**config.mk**
```make
export PLATFORM = sky130hd
export DESIGN_NAME = aggen_unit
export DESIGN_NICKNAME = d
export VERILOG_FILES = /design/src/rtl/aggen_pkg.sv /design/src/rtl/aggen_offset.sv /design/src/rtl/aggen_segsel.sv /design/src/rtl/aggen_phys.sv /design/src/rtl/aggen_unit.sv
export SDC_FILE = /design/constraint.sdc
export NUM_CORES = 1
export LEC_CHECK = 0
export ABC_AREA = 1
export BUFFER_PORTS_ARGS = -buffer_cell sky130_fd_sc_hd__buf_2
export CORE_MARGIN = 5
export CORE_UTILIZATION = 35
export CTS_CLUSTER_SIZE = 8
export DETAILED_ROUTE_END_ITERATION = 10
export PLACE_DENSITY = 0.6
export SYNTH_ARGS = -nofsm -noshare
export SYNTH_HDL_FRONTEND = slang
export SYNTH_HIERARCHICAL = 1
export SYNTH_SLANG_ARGS = --single-unit
```
**constraint.sdc**
```tcl
create_clock -name clk -period 5.6 [get_ports clk]
set_input_delay 1.12 -clock clk [delete_from_list [all_inputs] [get_ports clk]]
set_output_delay 1.12 -clock clk [all_outputs]
set_load 0.01 [all_outputs]
```
**src/rtl/aggen_pkg.sv**
```systemverilog
package aggen_pkg;
  localparam int AG_NREG = 8;
  localparam int AG_NSEG = 4;

  localparam logic [1:0] MODE_MEM0 = 2'b00;
  localparam logic [1:0] MODE_REG  = 2'b11;

  localparam int SLOT_BASE  = 3;
  localparam int SLOT_FRAME = 5;
  localparam int SLOT_SRC   = 6;
  localparam int SLOT_DST   = 7;

  localparam logic [1:0] SEG_STACK = 2'd2;
  localparam logic [1:0] SEG_DATA  = 2'd3;

  typedef enum logic [1:0] {BT_NONE, BT_BASE, BT_FRAME} base_term_e;
  typedef enum logic [1:0] {IT_NONE, IT_SRC, IT_DST} idx_term_e;
endpackage

```
**src/rtl/aggen_offset.sv**
```systemverilog
module aggen_offset
  import aggen_pkg::*;
#(
  parameter int W = 16
) (
  input  logic [1:0]   mode,
  input  logic [2:0]   sel,
  input  logic [W-1:0] disp,
  input  logic [W-1:0] regs [AG_NREG],
  output logic [W-1:0] offset,
  output logic         reg_mode,
  output logic         frame_used
);
  base_term_e  base_k;
  idx_term_e   idx_k;
  logic [W-1:0] base_v, idx_v, mem_sum;

  always_comb begin
    base_k = BT_NONE;
    idx_k  = IT_NONE;
    case (sel)
      3'd0: begin base_k = BT_BASE;  idx_k = IT_SRC; end
      3'd1: begin base_k = BT_BASE;  idx_k = IT_DST; end
      3'd2: begin base_k = BT_FRAME; idx_k = IT_SRC; end
      3'd3: begin base_k = BT_FRAME; idx_k = IT_DST; end
      3'd4: idx_k = IT_SRC;
      3'd5: idx_k = IT_DST;
      3'd6: base_k = (mode == MODE_MEM0) ? BT_NONE : BT_FRAME;
      default: base_k = BT_BASE;
    endcase
  end

  always_comb begin
    case (base_k)
      BT_BASE:  base_v = regs[SLOT_BASE];
      BT_FRAME: base_v = regs[SLOT_FRAME];
      default:  base_v = '0;
    endcase
    case (idx_k)
      IT_SRC:  idx_v = regs[SLOT_SRC];
      IT_DST:  idx_v = regs[SLOT_DST];
      default: idx_v = '0;
    endcase
  end

  assign mem_sum    = base_v + idx_v + disp;
  assign reg_mode   = (mode == MODE_REG);
  assign offset     = reg_mode ? regs[sel] : mem_sum;
  assign frame_used = !reg_mode && (base_k == BT_FRAME);
endmodule

```
**src/rtl/aggen_segsel.sv**
```systemverilog
module aggen_segsel
  import aggen_pkg::*;
#(
  parameter int W = 16
) (
  input  logic [W-1:0] segs [AG_NSEG],
  input  logic         frame_used,
  input  logic [2:0]   seg_ctl,
  output logic [W-1:0] seg
);
  logic [1:0] slot;

  always_comb begin
    if (seg_ctl[2]) slot = seg_ctl[1:0];
    else            slot = frame_used ? SEG_STACK : SEG_DATA;
  end

  assign seg = segs[slot];
endmodule

```
**src/rtl/aggen_phys.sv**
```systemverilog
module aggen_phys #(
  parameter int W      = 16,
  parameter int SEG_SH = 4,
  parameter int PA_W   = W + SEG_SH
) (
  input  logic [W-1:0]    seg,
  input  logic [W-1:0]    offset,
  output logic [PA_W-1:0] phys
);
  localparam int SUM_W = W + SEG_SH;
  logic [SUM_W-1:0] sum;

  assign sum  = {seg, {SEG_SH{1'b0}}} + {{SEG_SH{1'b0}}, offset};
  assign phys = sum[PA_W-1:0];
endmodule

```
**src/rtl/aggen_unit.sv**
```systemverilog
module aggen_unit
  import aggen_pkg::*;
#(
  parameter int W      = 16,
  parameter int SEG_SH = 4,
  parameter int PA_W   = W + SEG_SH
) (
  input  logic                clk,
  input  logic                rst,
  input  logic [1:0]          mode,
  input  logic [2:0]          sel,
  input  logic [W-1:0]        disp,
  input  logic [AG_NREG*W-1:0] gpr_flat,
  input  logic [AG_NSEG*W-1:0] seg_flat,
  input  logic [2:0]          seg_ctl,
  output logic [W-1:0]        offset_q,
  output logic                is_reg_q,
  output logic [W-1:0]        seg_q,
  output logic [PA_W-1:0]     phys_q
);
  logic [W-1:0]    regs [AG_NREG];
  logic [W-1:0]    segs [AG_NSEG];
  logic [W-1:0]    offset_c, seg_c;
  logic            reg_c, frame_c;
  logic [PA_W-1:0] phys_c;

  for (genvar i = 0; i < AG_NREG; i++) begin : g_reg
    assign regs[i] = gpr_flat[i*W +: W];
  end
  for (genvar j = 0; j < AG_NSEG; j++) begin : g_seg
    assign segs[j] = seg_flat[j*W +: W];
  end

  aggen_offset #(.W(W)) u_off (
    .mode(mode), .sel(sel), .disp(disp), .regs(regs),
    .offset(offset_c), .reg_mode(reg_c), .frame_used(frame_c)
  );

  aggen_segsel #(.W(W)) u_seg (
    .segs(segs), .frame_used(frame_c), .seg_ctl(seg_ctl), .seg(seg_c)
  );

  aggen_phys #(.W(W), .SEG_SH(SEG_SH), .PA_W(PA_W)) u_phys (
    .seg(seg_c), .offset(offset_c), .phys(phys_c)
  );

  always_ff @(posedge clk) begin
    if (rst) begin
      offset_q <= '0;
      is_reg_q <= 1'b0;
      seg_q    <= '0;
      phys_q   <= '0;
    end else begin
      offset_q <= offset_c;
      is_reg_q <= reg_c;
      seg_q    <= seg_c;
      phys_q   <= phys_c;
    end
  end


  reg_operand_chk: assert property (@(posedge clk) disable iff (rst)
    (!$past(rst) && $past(mode) == MODE_REG) |->
      (is_reg_q && offset_q == $past(gpr_flat[sel*W +: W])));


  direct_addr_chk: assert property (@(posedge clk) disable iff (rst)
    (!$past(rst) && $past(mode) == MODE_MEM0 && $past(sel) == 3'd6) |->
      (offset_q == $past(disp) && !is_reg_q));


  forced_seg_chk: assert property (@(posedge clk) disable iff (rst)
    (!$past(rst) && $past(seg_ctl[2])) |->
      (seg_q == $past(seg_flat[seg_ctl[1:0]*W +: W])));


  frame_seg_chk: assert property (@(posedge clk) disable iff (rst)
    (!$past(rst) && !$past(seg_ctl[2]) && $past(mode) != MODE_REG &&
     ($past(sel) == 3'd2 || $past(sel) == 3'd3)) |->
      (seg_q == $past(seg_flat[32'(SEG_STACK)*W +: W])));


  phys_sum_chk: assert property (@(posedge clk) disable iff (rst)
    !$past(rst) |->
      (phys_q == PA_W'({seg_q, {SEG_SH{1'b0}}} + {{SEG_SH{1'b0}}, offset_q})));
endmodule

```
[Word-level counts from Yosys, hierarchy flattened]
Cells that the tools add are included.
W data, S select, Z words.
Storage, ports and cells
  input port bits: 218
  register bits: 53
  word-level logic and storage cells: 44
Cells by class
  equal/unequal tests: 11
  muxes and demuxes: 14
  bitwise operators: 2
  reductions and logical operators: 8
  add/sub/neg operators: 3
  $lt $le $gt $ge: 2
Operators with widths (number)
  $mux W16: 5
  $pmux W16 S2: 2
  $bmux W16 S3: 1
  $add A16 B16 Y16: 2
  $bmux W16 S2: 1
  $add A20 B16 Y20: 1
  $eq A3 B3 Y1 const B: 3
  $eq A2 B2 Y1 const B: 3
  $eq A3 B2 Y1 const B: 2
  $pmux W2 S3: 1
  $reduce_or A3 Y1: 2
  $eq A2 B1 Y1 const B: 2
  $ge A4 B4 Y1 const B: 1
  $mux W2: 2
  $not A3 Y4: 1
  $pmux W2 S2: 1
  $reduce_or A2 Y1: 2
  $eq A3 B1 Y1 const B: 1
  $ge A3 B3 Y1 const B: 1
  $logic_not A3 Y1: 1
  $not A2 Y3: 1
  $logic_not A2 Y1: 1
  $logic_and A1 B1 Y1: 1
  $logic_not A1 Y1: 1
  $mux W1: 1

[Logic depth before layout (Yosys ltp)]
Gate-level depths: netlist of run 1.
  depth after elaboration: 12
  mapped depth: 33

[Hierarchy]
Netlist of run 1, hierarchy kept.
Modules (own cells, without submodules)
  aggen_offset: instances 1, cells an instance 495, area each 2656.3 sq um
  aggen_unit: instances 1, cells an instance 165, area each 1526.5 sq um
  aggen_phys: instances 1, cells an instance 168, area each 884.6 sq um
  aggen_segsel: instances 1, cells an instance 181, area each 858.3 sq um

[Worst setup path before layout of run 1]
OpenSTA, ideal clock, no wires.
  path kind: input to register
  start point: in sel[2]
  end point: reg phys_q[18]
  library setup time: 112 ps
  data arrival time: 5113 ps
  buffers on the path: 4
  required time: 5488 ps
  slack: 375 ps
  stages: 30
  cells stage by stage: buf_2 -> buf_1 -> a21oi_1 -> inv_1 -> ha_1 -> clkbuf_1 -> clkbuf_1 -> nand2_1 -> a21oi_1 -> fa_1 -> ha_1 -> nand2_1 -> inv_1 -> nand2_1 -> nand2_1 -> nand3b_1 -> or2_2 -> nand3_1 -> nand2_1 -> ha_1 -> nand2_1 -> nand2_1 -> nand2_1 -> nand2_1 -> a21oi_1 -> nand2_1 -> nand2_1 -> nand2_1 -> inv_1 -> nor2_1
On the way
  elaborated cells between the ends (all ways): 34
  classes of those cells: add/sub: 3; eq/ne: 10; mux: 13; bitwise: 2; reduce/logical: 6
RTL lines
  start: declaration: RTL line aggen_unit.sv:11  | input logic [2:0] sel,
  $eq A3 B1 Y1, or another cell as far along: RTL line aggen_offset.sv:21  | case (sel)
  $reduce_or A3 Y1 (no line) or $reduce_or A2 Y1 (tied branches)
  $pmux W2 S2 or $pmux W2 S3 (tied branches): RTL line aggen_offset.sv:21
  $eq A2 B2 Y1, or another cell as far along: RTL line aggen_offset.sv:39  | case (idx_k)
  $pmux W16 S2 (on tied branches): RTL line aggen_offset.sv:39, aggen_offset.sv:34
  $add A16 B16 Y16 (2 in series): RTL line aggen_offset.sv:46  | assign mem_sum = base_v + idx_v + disp;
  $mux W16 *: RTL line aggen_offset.sv:48  | assign offset = reg_mode ? regs[sel] : mem_sum;
  net offset_c[11]: RTL line aggen_unit.sv:23  | logic [W-1:0] offset_c, seg_c;
  $add A20 B16 Y20 *: RTL line aggen_phys.sv:13  | assign sum = {seg, {SEG_SH{1'b0}}} + {{SEG_SH{1'b0}}, offset};
  net phys_c[18]: RTL line aggen_unit.sv:25  | logic [PA_W-1:0] phys_c;
  end signal: assignment: RTL line aggen_unit.sv:57  | phys_q <= phys_c;
  end: declaration: RTL line aggen_unit.sv:19  | output logic [PA_W-1:0] phys_q
The timed path passes the listed nets; every way through them passes the cells marked *. The select of a mux whose other input is x is not followed.
A chain may end at the register's enable or synchronous reset.

[Worst setup path after layout of run 1]
  start point: in sel[2]
  end point: reg phys_q[19]
The elaborated chain is that of the path after synthesis.

==> impl_metrics.toml, run 1 <==
[setup_path]
path_class = "input port to flop"
worstPathRequired_ns = 5.75
cpMostUsedCell = "nand2_1"
worstPathArrival_ns = 5.23
setup.worst_path.start_class = "input port"
slowest_delay_ns = 0.39
cp_slowest_cell = "ha_1"
worstPathMaxFanout = 11
cp-end-kind = "flop"
cp-startpoint = "sel[2]"

[sta]
tns_ns = 0
whs_ns = 1.281
rsz0062_at_grt = "no"
period_needed_ns = 5.082
worst_slack_ns = 0.5177
fin_crit_sh_pct = 90.75
slew_violations = 0
worst_pin_slew_ns = 0.9282
finalHoldViolCount = 0
fmax_ghz = 0.1968
setup_viol = 0
slew_headroom_pct = 38.12

[pwr]
p_total_mw = 2.006
power.leakage_nw = 4.498
ir_worst_vdd_mv = 0.1375
power.density_nw_per_um2 = 266.2

[clocking]
htreeDepth = 2
clockBufferDepth = 2
clock-root-buffer = "clkbuf_16"
cts_tree = "built"
clk_pin_slew_ns = 0.07
cts.sinks = 53
numCtsBuffers = 5

[global_route]
overflow = 0
grt_pass1_wl_um = 35190
first_global_vias = 6999
grtUsageTotal_pct = 21.70
antenna_found_initial = 2
grt_max_degree = 54

[floorplanning]
initial_core_util_pct = 35.73
coreArea_um2 = 16580
die_height_um = 140.1
pin_count = 271
placementRows = 47
die_w_um = 140.1
dieArea_um2 = 19630

[yosys]
yosysSeqAreaShare_pct = 17.91
yosysWarnings = 6
synth.cell_area_um2 = 5926
synth.distinct_cells = 38
syn_area_per_cell_um2 = 5.873
ys_ff_latch = 53
synth_nets = 1272
syn_inst = 1009

[detailed_routing]
ant_nets = 0
drt_iter0_drc = 524
vias_per_cell = 4.786
routed_wl_um = 21760
avgRoutedWirePerCell_um = 14.73
remaining_drc_errors = 0
firstDrtPassIters = 7
vias = 7069

[placement]
dp_hpwl_um = 18210
pre_cts_slack_ns = 0.2003
numPortBuffers = 270
gp_congestion = 0.8840

[run]
maxCapViolations = 0

[worst_hold_path]
min_from = "seg_flat[55]"
min_to = "seg_q[7]$_SDFF_PP0_"
whs_path_depth = 7
worstHoldPathType = "input port to flop"

[cells_and_area]
area_growth_pct = 27.17
nets = 1517
drive_above_1_share_pct = 25.66
filler_cell_count = 1864

[outcome]
status = "complete, no violations"
==> area by class of cell <==
class | count | area (um^2) | share of cell area, %
diodes | 2 | 5.005 | 0.06641
multi-input cells | 724 | 3896 | 51.70
repair buffers | 283 | 1449 | 19.23
inverters | 187 | 705.7 | 9.364
clock buffers | 6 | 128.9 | 1.710
flip-flops and latches | 53 | 1061 | 14.08
well taps | 220 | 275.3 | 3.653
clock inverters | 2 | 15.01 | 0.1992
==> cell families (layout without fill, tap and decap cells) <==
kind of cell	Yosys count	count (layout)	synth area share (%)
compound gates	94	94	10.24
xor+xnor	11	11	1.626
fa+ha+maj	45	45	11.66
buf+inv	232	478	16.39
flops	53	53	17.91
other cells	0	2	0
simple gates	574	574	42.19
==> power breakdown <==
| group | switching [mW] | internal, mW | total [mW] |
|---|---|---|---|
| Combinational | 0.754 | 0.464 | 1.22 |
| Sequential | 0.0239 | 0.460 | 0.484 |
| Clock | 0.138 | 0.166 | 0.304 |
==> synthesized netlist by cell type <==
| master | instances | area, um^2 |
|---|---|---|
| and2_1 | 2 | 12.51 |
| a22oi_1 | 23 | 172.7 |
| nor3_2 | 2 | 20.02 |
| a21oi_2 | 3 | 26.28 |
| nand3_1 | 116 | 580.6 |
| o22ai_1 | 3 | 18.77 |
| buf_6 | 6 | 67.56 |
| nor2_2 | 1 | 6.260 |
| dfxtp_1 | 53 | 1061 |
| o221ai_1 | 4 | 35.03 |
| inv_2 | 10 | 37.54 |
| a22o_1 | 10 | 87.58 |
| buf_4 | 7 | 52.55 |
| nand4_1 | 22 | 137.6 |
| nor2_4 | 1 | 11.26 |
| xnor2_1 | 1 | 8.760 |
| a31oi_1 | 1 | 6.260 |
| o21a_1 | 1 | 7.510 |
| clkbuf_1 | 7 | 26.28 |
| nand3_2 | 1 | 10.01 |
| or2_2 | 1 | 6.260 |
| buf_2 | 23 | 115.1 |
| nand2_1 | 319 | 1197 |
| o21ai_0 | 11 | 55.05 |
| nor3_1 | 1 | 5.000 |
| nor2_1 | 77 | 289.0 |
| clkinv_1 | 1 | 3.750 |
| xor2_1 | 10 | 87.58 |
| a21oi_1 | 30 | 150.1 |
| fa_1 | 17 | 340.3 |
| nand2_4 | 1 | 11.26 |
| o21ai_1 | 5 | 25.02 |
| o211ai_1 | 3 | 22.52 |
| ha_1 | 28 | 350.3 |
| inv_1 | 176 | 660.6 |
| nand3b_1 | 20 | 150.1 |
| nand2_2 | 10 | 62.56 |
| buf_1 | 2 | 7.510 |
==> per-stage QoR <==
stage                     std cells  area (um^2)  util, %
after CTS                      1473         7512    45.30
after detailed placement       1465         7368    44.43
after floorplan                1009         5926        -
after global routing           1477         7536    45.44
after global placement         1465         7368    44.43
final                          1477         7536    45.44
==> registers in the layout (all words and copies together) (netlist names) <==
register,cells
offset_q,16
phys_q,20
seg_q,16
is_reg_q,1
==> cell usage in the layout, fill, tap and decap left out, types with 17 or more instances in the layout <==
cell type,netlist,layout
a22oi_1,23,23
nand3_1,116,116
buf_2,23,270
ha_1,28,28
nand4_1,22,22
nand3b_1,20,20
nor2_1,77,76
dfxtp_1,53,53
a21oi_1,30,30
fa_1,17,17
inv_1,176,175
nand2_1,319,319
==> repair_timing <==
| item | CTS | global route |
|---|---|---|
| endpoints found under the setup margin | 0 | 1 |
| hold buffers | 0 | 0 |
| gates resized for setup | 0 | 1 |
| setup buffers | 0 | 2 |
==> worst max-delay path by stage <==
stage / to / cells past startpoint
after floorplan: phys_q[18]$_SDFF_PP0_ / 30
after global placement: phys_q[19]$_SDFF_PP0_ / 30
after detailed placement: phys_q[19]$_SDFF_PP0_ / 30
after CTS: phys_q[19]$_SDFF_PP0_ / 30
after global routing: phys_q[19]$_SDFF_PP0_ / 30
final: phys_q[19]$_SDFF_PP0_ / 30
==> critical path: cells and delay by family <==
family,cells,cell delay [ns]
compound gates,2,0.38
fa+ha+maj,5,1.69
buf+inv,8,0.79
simple gates,15,1.24
==> routing by layer <==
| layer | share of wire, % | up-vias | track usage [%] |
|---|---|---|---|
| li1 | - | 3652 | - |
| met1 | 44 | 3128 | 28.73 |
| met2 | 47 | 257 | 36.79 |
| met3 | 6.7 | 32 | 3.851 |
| met4 | 2.1 | 0 | 5.201 |
| met5 | 0 | - | 0 |
No activity file was read; power rests on OpenSTA's default activity.
==> inputs of run 2 (changes only) <==
CAP_MARGIN = 30   (was unset)
CORE_UTILIZATION = 25   (was 35)
PLACE_DENSITY = 0.45   (was 0.6)
==> run 2 against run 1 <==
- highest routed layer unchanged
- critical path depth decreased by 2
- critical path type unchanged
- hold slack got worse by 0.13 ns
- sequential share of layout area decreased by 0.29 points
- critical endpoint is now phys_q[18]$_SDFF_PP0_
- fmax decreased by 1.2%
- largest power group unchanged
==> impl_metrics.toml, run 2 (synthesized netlist as in run 1, its figures left out) <==
[sta]
setup_viol = 0
finalHoldViolCount = 0
fin_crit_sh_pct = 91.85
rsz0062_at_grt = "no"
period_needed_ns = 5.143
slew_violations = 0
fmax_ghz = 0.1944
tns_ns = 0
slew_headroom_pct = 59.31
worst_pin_slew_ns = 0.6095

[floorplanning]
die_height_um = 164.0
pin_count = 271
initial_core_util_pct = 25.32
dieArea_um2 = 26880
placementRows = 56
coreArea_um2 = 23400
die_w_um = 164.0

[setup_path]
cp_slowest_cell = "ha_1"
worstPathRequired_ns = 5.78
cpMostUsedCell = "nand2_1"
cpLargestDelayFamily = "adder cells"
path_class = "input port to flop"
cp-end-kind = "flop"
worstPathArrival_ns = 5.33
cp_num_cells = 28
cp-startpoint = "sel[2]"
critPathCapture = "phys_q[18]$_SDFF_PP0_"
setup.worst_path.start_class = "input port"
slowest_delay_ns = 0.42
worstPathMaxFanout = 11
cp.buffers_inverters = 7

[run]
maxCapViolations = 0

[detailed_routing]
vias_per_cell = 4.526
remaining_drc_errors = 0
vias = 7137
drt_iter0_drc = 434
ant_nets = 0
avgRoutedWirePerCell_um = 15.16
routed_wl_um = 23910
firstDrtPassIters = 4

[placement]
gp_congestion = 0.8673
placed_cell_area_um2 = 7550
dp_hpwl_um = 20270
numPortBuffers = 270

[pwr]
ir_worst_vdd_mv = 0.1192
power.density_nw_per_um2 = 263.9
power.leakage_nw = 4.533

[clocking]
htreeDepth = 2
postCtsHoldBufs = 0
post_cts_buffers = 0
clockBufferDepth = 2
clk_pin_slew_ns = 0.07
cts.sinks = 53
clock-root-buffer = "clkbuf_16"
cts_resized = 0
cts_tree = "built"
numCtsBuffers = 5

[cells_and_area]
drive_above_1_share_pct = 25.83
final_common_cell = "nand2_1"
final_cell_mix = "nand2_1 (319), buf_2 (270), inv_1 (176)"
largestRegisters = "phys_q: 20 flops, offset_q: 16 flops, seg_q: 16 flops"
filler_cell_count = 2746
nets = 1520
area_growth_pct = 29.88
largest_reg_flops = 20
regMostFlops = "phys_q"
diodes = 0
design_area_um2 = 7696

[global_route]
overflow = 0
grt_pass1_wl_um = 37150
grtUsageTotal_pct = 17.36
antenna_found_initial = 0
grt_max_degree = 44
first_global_vias = 7078

[worst_hold_path]
min_from = "rst"
worstHoldPathType = "input port to flop"

[outcome]
status = "complete, no violations"
## run 2: how the worst min path moves through the flow
stage                                        end  slack [ns]  cells past startpoint
final                     offset_q[2]$_SDFF_PP0_        1.15                      2
after global routing      offset_q[0]$_SDFF_PP0_        1.15                      2
after CTS                 offset_q[0]$_SDFF_PP0_        1.15                      2
after detailed placement  offset_q[0]$_SDFF_PP0_        1.46                      2
after global placement               offset_q[2]        1.51                      1
after floorplan            phys_q[19]$_SDFF_PP0_        1.32                      2
## run 2: area by class of cell
cell class	count	area (um^2)	area share (%)
sequential	53	1061	13.79
multi-input combinational	724	3896	50.63
inverter	187	701.9	9.120
tap	319	399.1	5.186
clock inverter	3	21.27	0.2764
clock buffer	5	125.1	1.626
timing repair buffer	286	1491	19.38
## run 2: through the flow
stage	util (%)	hold slack, ns	power [mW]	cells	setup slack [ns]
floorplan	-	1.321	1.338	1009	0.3749
global placement	32.11	1.514	1.744	1567	0.1704
detailed placement	32.26	1.455	1.744	1569	0.1769
CTS	32.89	1.151	2.065	1577	0.4876
global route	32.89	1.154	2.257	1577	0.04196
finish	32.89	1.152	2.031	1577	0.4565
## run 2: where the power goes
part           internal (mW)  switching [mW]  total (mW)
logic                  0.469           0.769        1.24
clock network          0.167           0.141       0.308
registers              0.460          0.0251       0.485
total                   1.10           0.935        2.03
## run 2: layer usage
metal | wire, um | GRT usage (%) | share of wire, % | vias up
met5 | 0 | 0 | 0 | -
met2 | 11570 | 30.27 | 48 | 226
li1 | - | - | - | 3657
met3 | 1486 | 3.312 | 6.2 | 27
met4 | 387 | 3.012 | 1.6 | 0
met1 | 10460 | 22.58 | 44 | 3227
